<file path="config.mk">
export PLATFORM = sky130hd
export DESIGN_NAME = dbg_mailbox
export DESIGN_NICKNAME = d
export VERILOG_FILES = /design/src/rtl/dbg_mailbox.sv
export SDC_FILE = /design/constraint.sdc
export NUM_CORES = 1
export LEC_CHECK = 0
export BUFFER_PORTS_ARGS = -buffer_cell sky130_fd_sc_hd__buf_2
export CORE_UTILIZATION = 30
export DETAILED_ROUTE_END_ITERATION = 7
export GPL_ROUTABILITY_DRIVEN = 0
export PLACE_DENSITY = 0.51
export SLEW_MARGIN = 20
export SYNTH_ARGS = -nofsm -noshare
export SYNTH_HDL_FRONTEND = slang
export SYNTH_SLANG_ARGS = --single-unit
</file>
<file path="constraint.sdc">
create_clock -name clk -period 1.3 [get_ports clk]
set_clock_uncertainty 0.15 [all_clocks]
set_input_delay 0.13 -clock clk [delete_from_list [all_inputs] [get_ports clk]]
set_output_delay 0.13 -clock clk [all_outputs]
set_load 0.02 [all_outputs]
</file>
<file path="src/rtl/dbg_mailbox.sv">
module dbg_mailbox #(
  parameter int DW = 32,
  parameter int AW = 2
) (
  input  logic          clk,
  input  logic          rst_n,
  input  logic          core_wr,
  input  logic          core_rd,
  input  logic [AW-1:0] core_addr,
  input  logic [DW-1:0] core_wdata,
  output logic [DW-1:0] core_rdata,
  input  logic [1:0]    host_sel,
  input  logic          host_capture,
  input  logic          host_shift,
  input  logic          host_update,
  input  logic          host_tdi,
  output logic          host_tdo,
  output logic          event_pin,
  output logic          tx_exc_req,
  output logic          rx_exc_req
);
  localparam logic [AW-1:0] A_TX = AW'(0);
  localparam logic [AW-1:0] A_RX = AW'(1);
  localparam logic [AW-1:0] A_CTRL = AW'(2);
  localparam logic [AW-1:0] A_STAT = AW'(3);
  localparam logic [1:0] SEL_STAT = 2'd0;
  localparam logic [1:0] SEL_TX = 2'd1;
  localparam logic [1:0] SEL_RX = 2'd2;

  logic [DW-1:0] tx_data, rx_data, sr, cap_val;
  logic [2:0]    ctrl;
  logic          tx_ready, rx_ready, tx_ovr, rx_ovr;
  logic [3:0]    stat;

  wire tx_wr   = core_wr && core_addr == A_TX;
  wire ctrl_wr = core_wr && core_addr == A_CTRL;
  wire stat_wr = core_wr && core_addr == A_STAT;
  wire rx_rd   = core_rd && core_addr == A_RX;
  wire tx_done = host_update && host_sel == SEL_TX;
  wire rx_wr   = host_update && host_sel == SEL_RX;

  assign stat      = {rx_ovr, tx_ovr, rx_ready, tx_ready};
  assign host_tdo  = sr[0];
  assign event_pin = ctrl[0] & tx_ready;

  always_comb begin
    case (host_sel)
      SEL_STAT: cap_val = DW'(stat);
      SEL_TX:   cap_val = tx_data;
      default:  cap_val = '0;
    endcase
  end

  always_comb begin
    case (core_addr)
      A_RX:    core_rdata = rx_data;
      A_CTRL:  core_rdata = DW'(ctrl);
      A_STAT:  core_rdata = DW'(stat);
      default: core_rdata = '0;
    endcase
  end

  always_ff @(posedge clk) begin
    if (!rst_n) begin
      tx_data    <= '0;
      rx_data    <= '0;
      sr         <= '0;
      ctrl       <= '0;
      tx_ready   <= 1'b0;
      rx_ready   <= 1'b0;
      tx_ovr     <= 1'b0;
      rx_ovr     <= 1'b0;
      tx_exc_req <= 1'b0;
      rx_exc_req <= 1'b0;
    end else begin
      if (host_capture)    sr <= cap_val;
      else if (host_shift) sr <= {host_tdi, sr[DW-1:1]};
      if (tx_wr)   tx_data <= core_wdata;
      if (rx_wr)   rx_data <= sr;
      if (ctrl_wr) ctrl    <= core_wdata[2:0];
      tx_ready   <= tx_wr | (tx_ready & ~tx_done);
      rx_ready   <= rx_wr | (rx_ready & ~rx_rd);
      tx_ovr     <= (tx_ovr & ~(stat_wr & core_wdata[2])) | (tx_wr & tx_ready & ~tx_done);
      rx_ovr     <= (rx_ovr & ~(stat_wr & core_wdata[3])) | (rx_wr & rx_ready & ~rx_rd);
      tx_exc_req <= tx_done & ctrl[1];
      rx_exc_req <= rx_wr & ctrl[2];
    end
  end


  tx_set_chk: assert property (@(posedge clk) disable iff (!rst_n)
    tx_wr |=> tx_ready && tx_data == $past(core_wdata));

  tx_clear_chk: assert property (@(posedge clk) disable iff (!rst_n)
    (tx_done && !tx_wr) |=> !tx_ready);

  rx_hold_chk: assert property (@(posedge clk) disable iff (!rst_n)
    !rx_wr |=> $stable(rx_data));

  rx_clear_chk: assert property (@(posedge clk) disable iff (!rst_n)
    (rx_rd && !rx_wr) |=> !rx_ready);

  ovr_sticky_chk: assert property (@(posedge clk) disable iff (!rst_n)
    (tx_ovr && !stat_wr) |=> tx_ovr);

  tx_exc_chk: assert property (@(posedge clk) disable iff (!rst_n)
    tx_exc_req |-> $past(tx_done));

  rx_exc_chk: assert property (@(posedge clk) disable iff (!rst_n)
    $rose(rx_exc_req) |-> rx_ready);
endmodule

</file>
Word-level counts from Yosys, hierarchy flattened
Index checks and enable logic that the tools add are counted.
{"block": "op_classes", "reduce_logical": 9, "n_eq_ne": 5, "bitwise": 21, "n_mux": 4}
{"op": "$pmux 32 s3", "count": 1}
{"op": "$mux 32", "count": 2}
{"op": "$pmux 32 s2", "count": 1}
{"op": "$and 1x1->1", "count": 13}
{"op": "$eq 2x2->1 const B", "count": 3}
{"op": "$logic_and 1x1->1", "count": 6}
{"op": "$eq 2x1->1 const B", "count": 2}
{"op": "$logic_not 2->1", "count": 2}
{"op": "$not 1->1", "count": 4}
{"op": "$or 1x1->1", "count": 4}
{"op": "$reduce_bool 2->1", "count": 1}
{"block": "word_totals", "register_bits": 105, "wordCells": 49, "out_inout_bits": 36, "in_bits": 44}

Depth between registers and ports, before layout
Gate-level depths: netlist of the first run.
{"block": "logic_depth", "depth_word": 6, "mapped_depth": 6, "mapped_depth_nobuf": 3}

Worst setup path before layout of the first run
No wires, ideal clock.
{"block": "synth_timing", "kind": "input-to-output", "startpoint": "input port core_addr[1]", "endpoint": "output port core_rdata[0]", "arrival_time_ps": 986, "path_buffers": 2, "slack_ps": 34, "t_required_ps": 1020, "path_stages": 4, "path_cell_list": "buf_6 -> and2b_1 -> clkbuf_1 -> a22o_1"}
{"block": "synth_via", "elab_chain_len": 2, "elab_cells_between_ends": 4, "cone_classes": "eq/ne (3); mux (1)"}
{"element": "start, declared", "line": "9", "source": "input logic [AW-1:0] core_addr,"}
{"element": "$eq 2x2->1 or $eq 2x1->1 (tied branches)", "line": "55", "source": "case (core_addr)"}
{"element": "$pmux 32 s3 *", "line": "55"}
{"element": "end, declared", "line": "11", "source": "output logic [DW-1:0] core_rdata,"}
Mark *: on every way between the ends. The rest lies on a longest branch, timed or not.

Final worst setup path of the first run
{"block": "layout_timing", "startpoint": "register tx_ovr", "endpoint": "output port core_rdata[2]"}
{"block": "layout_via", "elab_chain_len": 1}
{"element": "start, declared", "line": "32", "source": "logic tx_ready, rx_ready, tx_ovr, rx_ovr;"}
{"element": "start signal, assigned", "line": "83", "source": "tx_ovr <= (tx_ovr & ~(stat_wr & core_wdata[2])) | (tx_wr & tx_ready & ~tx_done);"}
{"element": "$pmux 32 s3", "line": "55"}
No other way between the ends.

==> results of run 1 <==
[routing by layer]
layer	vias up	track usage (%)
met5	-	0
met4	0	5.315
met3	11	2.464
met2	75	24.21
met1	1706	17.49
li1	1919	-
[sequential cells by signal (all words and copies together), names as in the netlist]
name        count
tx_data        32
ctrl            3
rx_ready        1
tx_ready        1
rx_exc_req      1
rx_ovr          1
sr             32
tx_exc_req      1
rx_data        32
tx_ovr          1
[power groups by stage]
stage                     clock [mW]  combinational [mW]  sequential [mW]
final                           2.71               0.613             3.29
after global placement             0               0.482             3.37
after global routing            2.89               0.666             3.30
after floorplan                    0               0.300             3.36
after CTS                       2.78               0.574             3.29
after detailed placement           0               0.489             3.37
[area by class of cell]
cell class                      instances  area, µm²  area share [%]
Timing Repair Buffer                  142       1236           20.04
Clock buffer                           10      239.0           3.875
Tap cell                              184      230.2           3.733
Multi-Input combinational cell        359       2298           37.27
Clock inverter                          4      53.80          0.8724
Sequential cell                       105       2110           34.21
[how the worst max path moves through the flow]
stage | startpoint | end | slack (ps) | depth (start not counted)
final | tx_ovr | core_rdata[2] | -250 | 3
after global routing | tx_ready | core_rdata[0] | -280 | 3
after CTS | ctrl[2] | core_rdata[2] | -260 | 3
after detailed placement | core_addr[0] | core_rdata[2] | -40 | 5
after global placement | core_addr[0] | core_rdata[1] | -10 | 5
after floorplan | core_addr[1] | core_rdata[0] | 30 | 4
[critical path, cell delays in order (launching register included)]
cell	delay [ps]
dfxtp_2	330
mux2_2	260
a22o_1	200
buf_6	130
[cell usage in the layout, fill, tap and decap left out, drive strengths merged, types with 2 or more instances in the layout]
cell type,netlist,routed
a21boi,65,65
a22o,3,3
and2,61,61
and3b,2,2
buf,27,105
clkbuf,15,13
clkinvlp,0,2
dfxtp,105,105
dlygate4sd3,0,34
mux2,3,3
mux2i,40,40
nand2,131,131
nand3,2,2
nand3b,3,3
nand4,3,3
nor2b,5,5
o22ai,4,4
o2bb2ai,28,28
[logic make-up after synthesis]
logic type      count (synthesis)
buf+inv                        42
flops                         105
simple gates                  213
compound gates                103
mux                            43
[timing repair]
action / CTS / global route
resized for setup: 15 / 57
cloned: 0 / 3
setup endpoints to repair: 6 / 33
hold endpoints to repair: 38 / 0
hold buffers: 34 / 0
setup buffers: 2 / 1
pin swaps: 0 / 9
[through the flow]
stage	area (µm²)	utilization, %
floorplan	4609	-
global placement	5251	35.59
detailed placement	5251	35.59
CTS	5934	40.22
global route	6167	41.80
finish	6167	41.80
==> flow_metrics.env, run 1 <==
export IMPL_power_switching_mw=1.494
export IMPL_top_metal_layer_carrying_routed_signals="met4"
export IMPL_met3RoutedLength_um=458
export IMPL_unrepaired_setup_endpoints_after_global_routing="yes"
export IMPL_min_delay_path_depth=3
export IMPL_synth_distinct_cells=29
export IMPL_synth_xor_area_share_pct=0
export IMPL_clock_tree_root_cell="clkbuf_16"
export IMPL_clk_path_buf_depth=2
export IMPL_drc_errors=0
export IMPL_ratio_of_total_power_to_cell_area_nw_per_um2=1072
export IMPL_grtUsageTotal_pct=14.07
export IMPL_drt_met1_wl_mm=5.367
export IMPL_firstDrtPassIters=4
export IMPL_yosys_most_used_dff="dfxtp_1"
export IMPL_endpoint_kind="primary output"
export IMPL_final_layout_size_suffix_gt1_share_pct=23.71
export IMPL_synth_top_cells_by_area="dfxtp_1 (46%), nand2_1 (11%), mux2i_1 (8.7%)"
export IMPL_insertedDiodeCount=0
export IMPL_placement_setup_worst_slack_ps=-44.62
export IMPL_failed_checks="negative setup slack"
export IMPL_path_clk_slew_ps=70
export IMPL_synth_async_sr_flop_share_pct=0
export IMPL_wl_final_mm=11.39
export IMPL_hold_path_class="in2reg"
export IMPL_final_setup_worst_slack_ps=-247.3
export IMPL_grt_antenna_before_repair=0
export IMPL_synth_yosys_warnings=0
export IMPL_start_util_pct=31.24
export IMPL_ctsHtreeMaxLevel=3
export IMPL_design_core_area_um2=14750
export IMPL_grt_max_degree=85
export IMPL_reg2reg_depth=4
export IMPL_clock_latency_ps=340
export IMPL_met2WireLength_mm=5.380
export IMPL_synth_adder_area_share_pct=0
export IMPL_die_h_um=126.0
export IMPL_status="complete, but fails checks"
export IMPL_hold_worst_slack_ps=27.18
export IMPL_maxSlewViolCount=0
export IMPL_power_ir_vdd_worst_uv=772.1
export IMPL_synth_cells_most_frequent="nand2_1 (131), dfxtp_1 (105), and2_1 (61)"
export IMPL_power_share_combinational_pct=9.3
export IMPL_timing_setup_tns_ps=-1298
export IMPL_layoutNonFillerInstCount=804
export IMPL_routedWlPerCell_um=14.17
export IMPL_yosysSeqAreaShare_pct=45.60
export IMPL_setup_worst_path_class="reg2out"
export IMPL_synth_area_mux_share_pct=9.419
export IMPL_power_mw=6.612
export IMPL_synthCells=506
export IMPL_synth_cell_area_um2=4609
export IMPL_largest_family_of_logic_cells_by_synthesized_area="simple AND/OR/NAND/NOR gates"
export IMPL_std_cell_rows=44
export IMPL_count_of_boundary_i_o_pins=80
export IMPL_gr_total_overflow=0
export IMPL_relSlewSlack_pct=78.29
export IMPL_final_period_minus_worst_setup_slack_ps=1547
export IMPL_yosys_register_bits=105
export IMPL_most_common_cell_in_the_synthesized_netlist="nand2_1"
export IMPL_dpl_cell_count=750
export IMPL_syn_area_per_cell_um2=9.110
export IMPL_min_delay_start="host_update"
export IMPL_critical_path_max_fanout=2
export IMPL_seqPwrFrac_pct=49.8
export IMPL_synthDominantAreaCellType="dfxtp_1"
export IMPL_timing_hold_violations_final=0
export IMPL_synth_edff_count=0
export IMPL_num_nets_final=661
export IMPL_clock_buffers_created_by_tritoncts=9
export IMPL_synth_compound_gate_area_share_pct=17.45
export IMPL_clock_sink_count=105
export IMPL_grt_pass1_vias=3645
export IMPL_worstHoldEndpoint="tx_exc_req"
export IMPL_reg2reg_to="sr[2]"
export IMPL_nFillCells=1503
export IMPL_tritoncts="done"
export IMPL_die_width_um=126.0
export IMPL_share_of_synthesized_cell_area_in_and_or_nand_and_nor_gates_pct=22.23
export IMPL_detail_route_iter0_violations=169
export IMPL_vias=3711
export IMPL_worstMarginPinSlew_ps=325.7
export IMPL_cellLeakagePower_nw=2.473
export IMPL_internal_power_mw=5.117
export IMPL_cp_data_arrival_time_ps=1270
export IMPL_cap_viol_max_count=0
export IMPL_sw_ratio_pct=22.60
export IMPL_share_clk_of_total_power_pct=40.9
export IMPL_area_growth_pct=33.79
export IMPL_grt_first_pass_wirelength_mm=17.74
export IMPL_netlist_area_leader_share_pct=45.60
export IMPL_cp_data_required_time_ps=1020
export IMPL_antenna_violating_nets_post_route=0
export IMPL_worst_r2r_setup_slack_ps=200
export IMPL_syn_nets=550
export IMPL_viasPerCell=4.616
export IMPL_floorplan_die_area_um2=15860
export IMPL_maxClockFrequency_ghz=0.6463
export IMPL_crit_path_start_kind="flop"
export IMPL_final_min_period_over_clock_period_pct=119.0
export IMPL_detailedPlacementHpwl_mm=7.447
export IMPL_io_buffers=79
export IMPL_final_setup_viol_count=20
export IMPL_rr_startpoint="tx_ovr"
(Power assumes the default switching activity.)
==> inputs of run 2 (changes only) <==
--- a/config.mk
+++ b/config.mk
@@ -5,11 +5,12 @@
 export SDC_FILE = /design/constraint.sdc
 export NUM_CORES = 1
 export LEC_CHECK = 0
-export BUFFER_PORTS_ARGS = -buffer_cell sky130_fd_sc_hd__buf_2
+export BUFFER_PORTS_ARGS = -buffer_cell sky130_fd_sc_hd__buf_4
 export CORE_UTILIZATION = 30
 export DETAILED_ROUTE_END_ITERATION = 7
 export GPL_ROUTABILITY_DRIVEN = 0
-export PLACE_DENSITY = 0.51
+export PLACE_DENSITY = 0.48
+export RECOVER_POWER = 50
 export SLEW_MARGIN = 20
 export SYNTH_ARGS = -nofsm -noshare
 export SYNTH_HDL_FRONTEND = slang
==> run 2 against run 1 <==
Against the previous run:
- the run still ends with negative setup slack left
- total power rose by 4.6%
- sequential power barely moved
- die area did not move
- combinational power grew 8.2%
- utilization grew 1.7 points
- maximum frequency is 0.81% lower
- critical path type unchanged
- critical endpoint unchanged
- largest cell class unchanged
==> flow_metrics.env, run 2 (synthesized netlist as in run 1, its figures left out) <==
export IMPL_status="complete, but fails checks"
export IMPL_failed_checks="negative setup slack"
export IMPL_placement_setup_worst_slack_ps=-34.21
export IMPL_rr_startpoint="tx_ready"
export IMPL_maxSlewViolCount=0
export IMPL_grt_max_degree=53
export IMPL_path_clk_slew_ps=70
export IMPL_setup_worst_path_class="reg2out"
export IMPL_floorplan_die_area_um2=15860
export IMPL_ratio_of_total_power_to_cell_area_nw_per_um2=1078
export IMPL_crit_path_start_kind="flop"
export IMPL_power_ir_vdd_worst_uv=567.6
export IMPL_tritoncts="done"
export IMPL_grt_pass1_vias=3779
export IMPL_detail_route_iter0_violations=153
export IMPL_routedWlPerCell_um=14.46
export IMPL_drc_errors=0
export IMPL_detailedPlacementHpwl_mm=7.711
export IMPL_viasPerCell=4.590
export IMPL_clock_sink_count=105
export IMPL_endpoint_kind="primary output"
export IMPL_cellLeakagePower_nw=2.553
export IMPL_timing_hold_violations_final=0
export IMPL_final_period_minus_worst_setup_slack_ps=1560
export IMPL_firstDrtPassIters=4
export IMPL_reg_largest_list="rx_data (32), sr (32), tx_data (32)"
export IMPL_clock_buffers_created_by_tritoncts=9
export IMPL_grt_first_pass_wirelength_mm=18.96
export IMPL_critical_path_max_fanout=2
export IMPL_area_growth_pct=39.22
export IMPL_clock_latency_ps=350
export IMPL_gr_total_overflow=0
export IMPL_worstMarginPinSlew_ps=416.3
export IMPL_relSlewSlack_pct=72.24
export IMPL_layout_cells_most_common_list="nand2_1 (131), dfxtp_1 (99), buf_4 (68)"
export IMPL_cp_data_arrival_time_ps=1280
export IMPL_grtUsageTotal_pct=15.38
export IMPL_unrepaired_setup_endpoints_after_global_routing="yes"
export IMPL_clock_tree_root_cell="clkbuf_16"
export IMPL_io_buffers=79
export IMPL_reg2reg_depth=4
export IMPL_count_of_boundary_i_o_pins=80
export IMPL_post_route_cell_area_um2=6417
export IMPL_ctsHtreeMaxLevel=3
export IMPL_worst_r2r_setup_slack_ps=200
export IMPL_num_nets_final=667
export IMPL_setup_worst_path_end="core_rdata[2]"
export IMPL_insertedDiodeCount=0
export IMPL_cap_viol_max_count=0
export IMPL_maxClockFrequency_ghz=0.6411
export IMPL_final_min_period_over_clock_period_pct=120.0
export IMPL_die_width_um=126.0
export IMPL_final_setup_worst_slack_ps=-259.9
export IMPL_commonest_non_fill_non_tap_cell_in_the_layout="nand2_1"
export IMPL_wl_final_mm=11.74
export IMPL_vias=3727
export IMPL_reg2reg_to="sr[0]"
export IMPL_worstSetupStartpoint="ctrl[2]"
export IMPL_final_layout_size_suffix_gt1_share_pct=25.32
export IMPL_final_setup_viol_count=22
export IMPL_die_h_um=126.0
export IMPL_nFillCells=1500
export IMPL_std_cell_rows=44
export IMPL_antenna_violating_nets_post_route=0
export IMPL_design_core_area_um2=14750
export IMPL_hold_path_class="in2reg"
export IMPL_grt_antenna_before_repair=0
export IMPL_dpl_cell_area_um2=5469
export IMPL_start_util_pct=31.24
export IMPL_clk_path_buf_depth=2
export IMPL_cp_data_required_time_ps=1020
[run 2: cell count changes in the layout (fill, tap and decap cells not counted), sizes merged]
cell,before,now
buf,105,106
dlygate4sd3,34,36
clkinvlp,2,0
clkbuf,13,20
inv,1,0
bufinv,1,2
[run 2: cell type report]
class | instances | area [µm²] | share of cell area, %
well taps | 184 | 230.2 | 3.587
repair buffers | 148 | 1435 | 22.36
multi-input cells | 359 | 2318 | 36.13
clock buffers | 14 | 264.0 | 4.114
flip-flops and latches | 105 | 2110 | 32.87
clock inverters | 2 | 60.06 | 0.9359
[run 2: metal layers]
metal / wire length (µm) / GRT usage, % / up-vias
met2: 5464 / 24.96 / 68
met1: 5732 / 20.02 / 1712
met4: 129 / 4.181 / 0
met5: 0 / 0 / -
li1: - / - / 1936
met3: 415 / 4.206 / 11
[run 2: worst max-delay path, cell delays in order (launching register included)]
cell and delay, ps:
dfxtp_1 320, mux2_2 260, a22o_1 210, buf_6 140
[run 2: where the power goes]
part / switching, mW / total, mW / leakage (nW) / internal, mW
Sequential: 0.0285 / 3.29 / 0.851 / 3.26
Clock: 1.16 / 2.96 / 0.157 / 1.80
Combinational: 0.302 / 0.663 / 1.54 / 0.362
Total: 1.49 / 6.92 / 2.55 / 5.42
[run 2: how the worst min path moves through the flow]
| stage | start | endpoint | slack, ps | cells after the start |
|---|---|---|---|---|
| 5_1_grt | rst_n | rx_data[26] | 10 | 2 |
| 4_1_cts | core_wr | rx_ovr | 6 | 4 |
| 6_report | core_wr | rx_ovr | 20 | 4 |
| 2_1_floorplan | core_wdata[10] | tx_data[10] | 110 | 2 |
| 3_5_place_dp | core_wdata[22] | tx_data[22] | 240 | 3 |
| 3_3_place_gp | core_wdata[24] | tx_data[24] | 230 | 3 |
[run 2: timing repair]
action,in CTS,in global routing
pin swaps,0,1
hold buffers,36,0
gates resized for setup,14,52
setup buffers,4,3
hold endpoints to repair,39,0
cloned,0,2
setup endpoints to repair,6,24
[run 2: metrics by stage]
stage / setup TNS [ps] / hold WS (ps) / power, mW / instances / util, %
after floorplan: 0 / 114.8 / 3.657 / 506 / -
after global placement: -16.59 / 228.0 / 3.902 / 751 / 37.07
after detailed placement: -221.1 / 238.3 / 3.909 / 751 / 37.07
after CTS: -887.7 / 6.091 / 6.981 / 807 / 42.16
after global routing: -2454 / 13.65 / 7.211 / 812 / 43.50
final: -1449 / 15.35 / 6.917 / 812 / 43.50
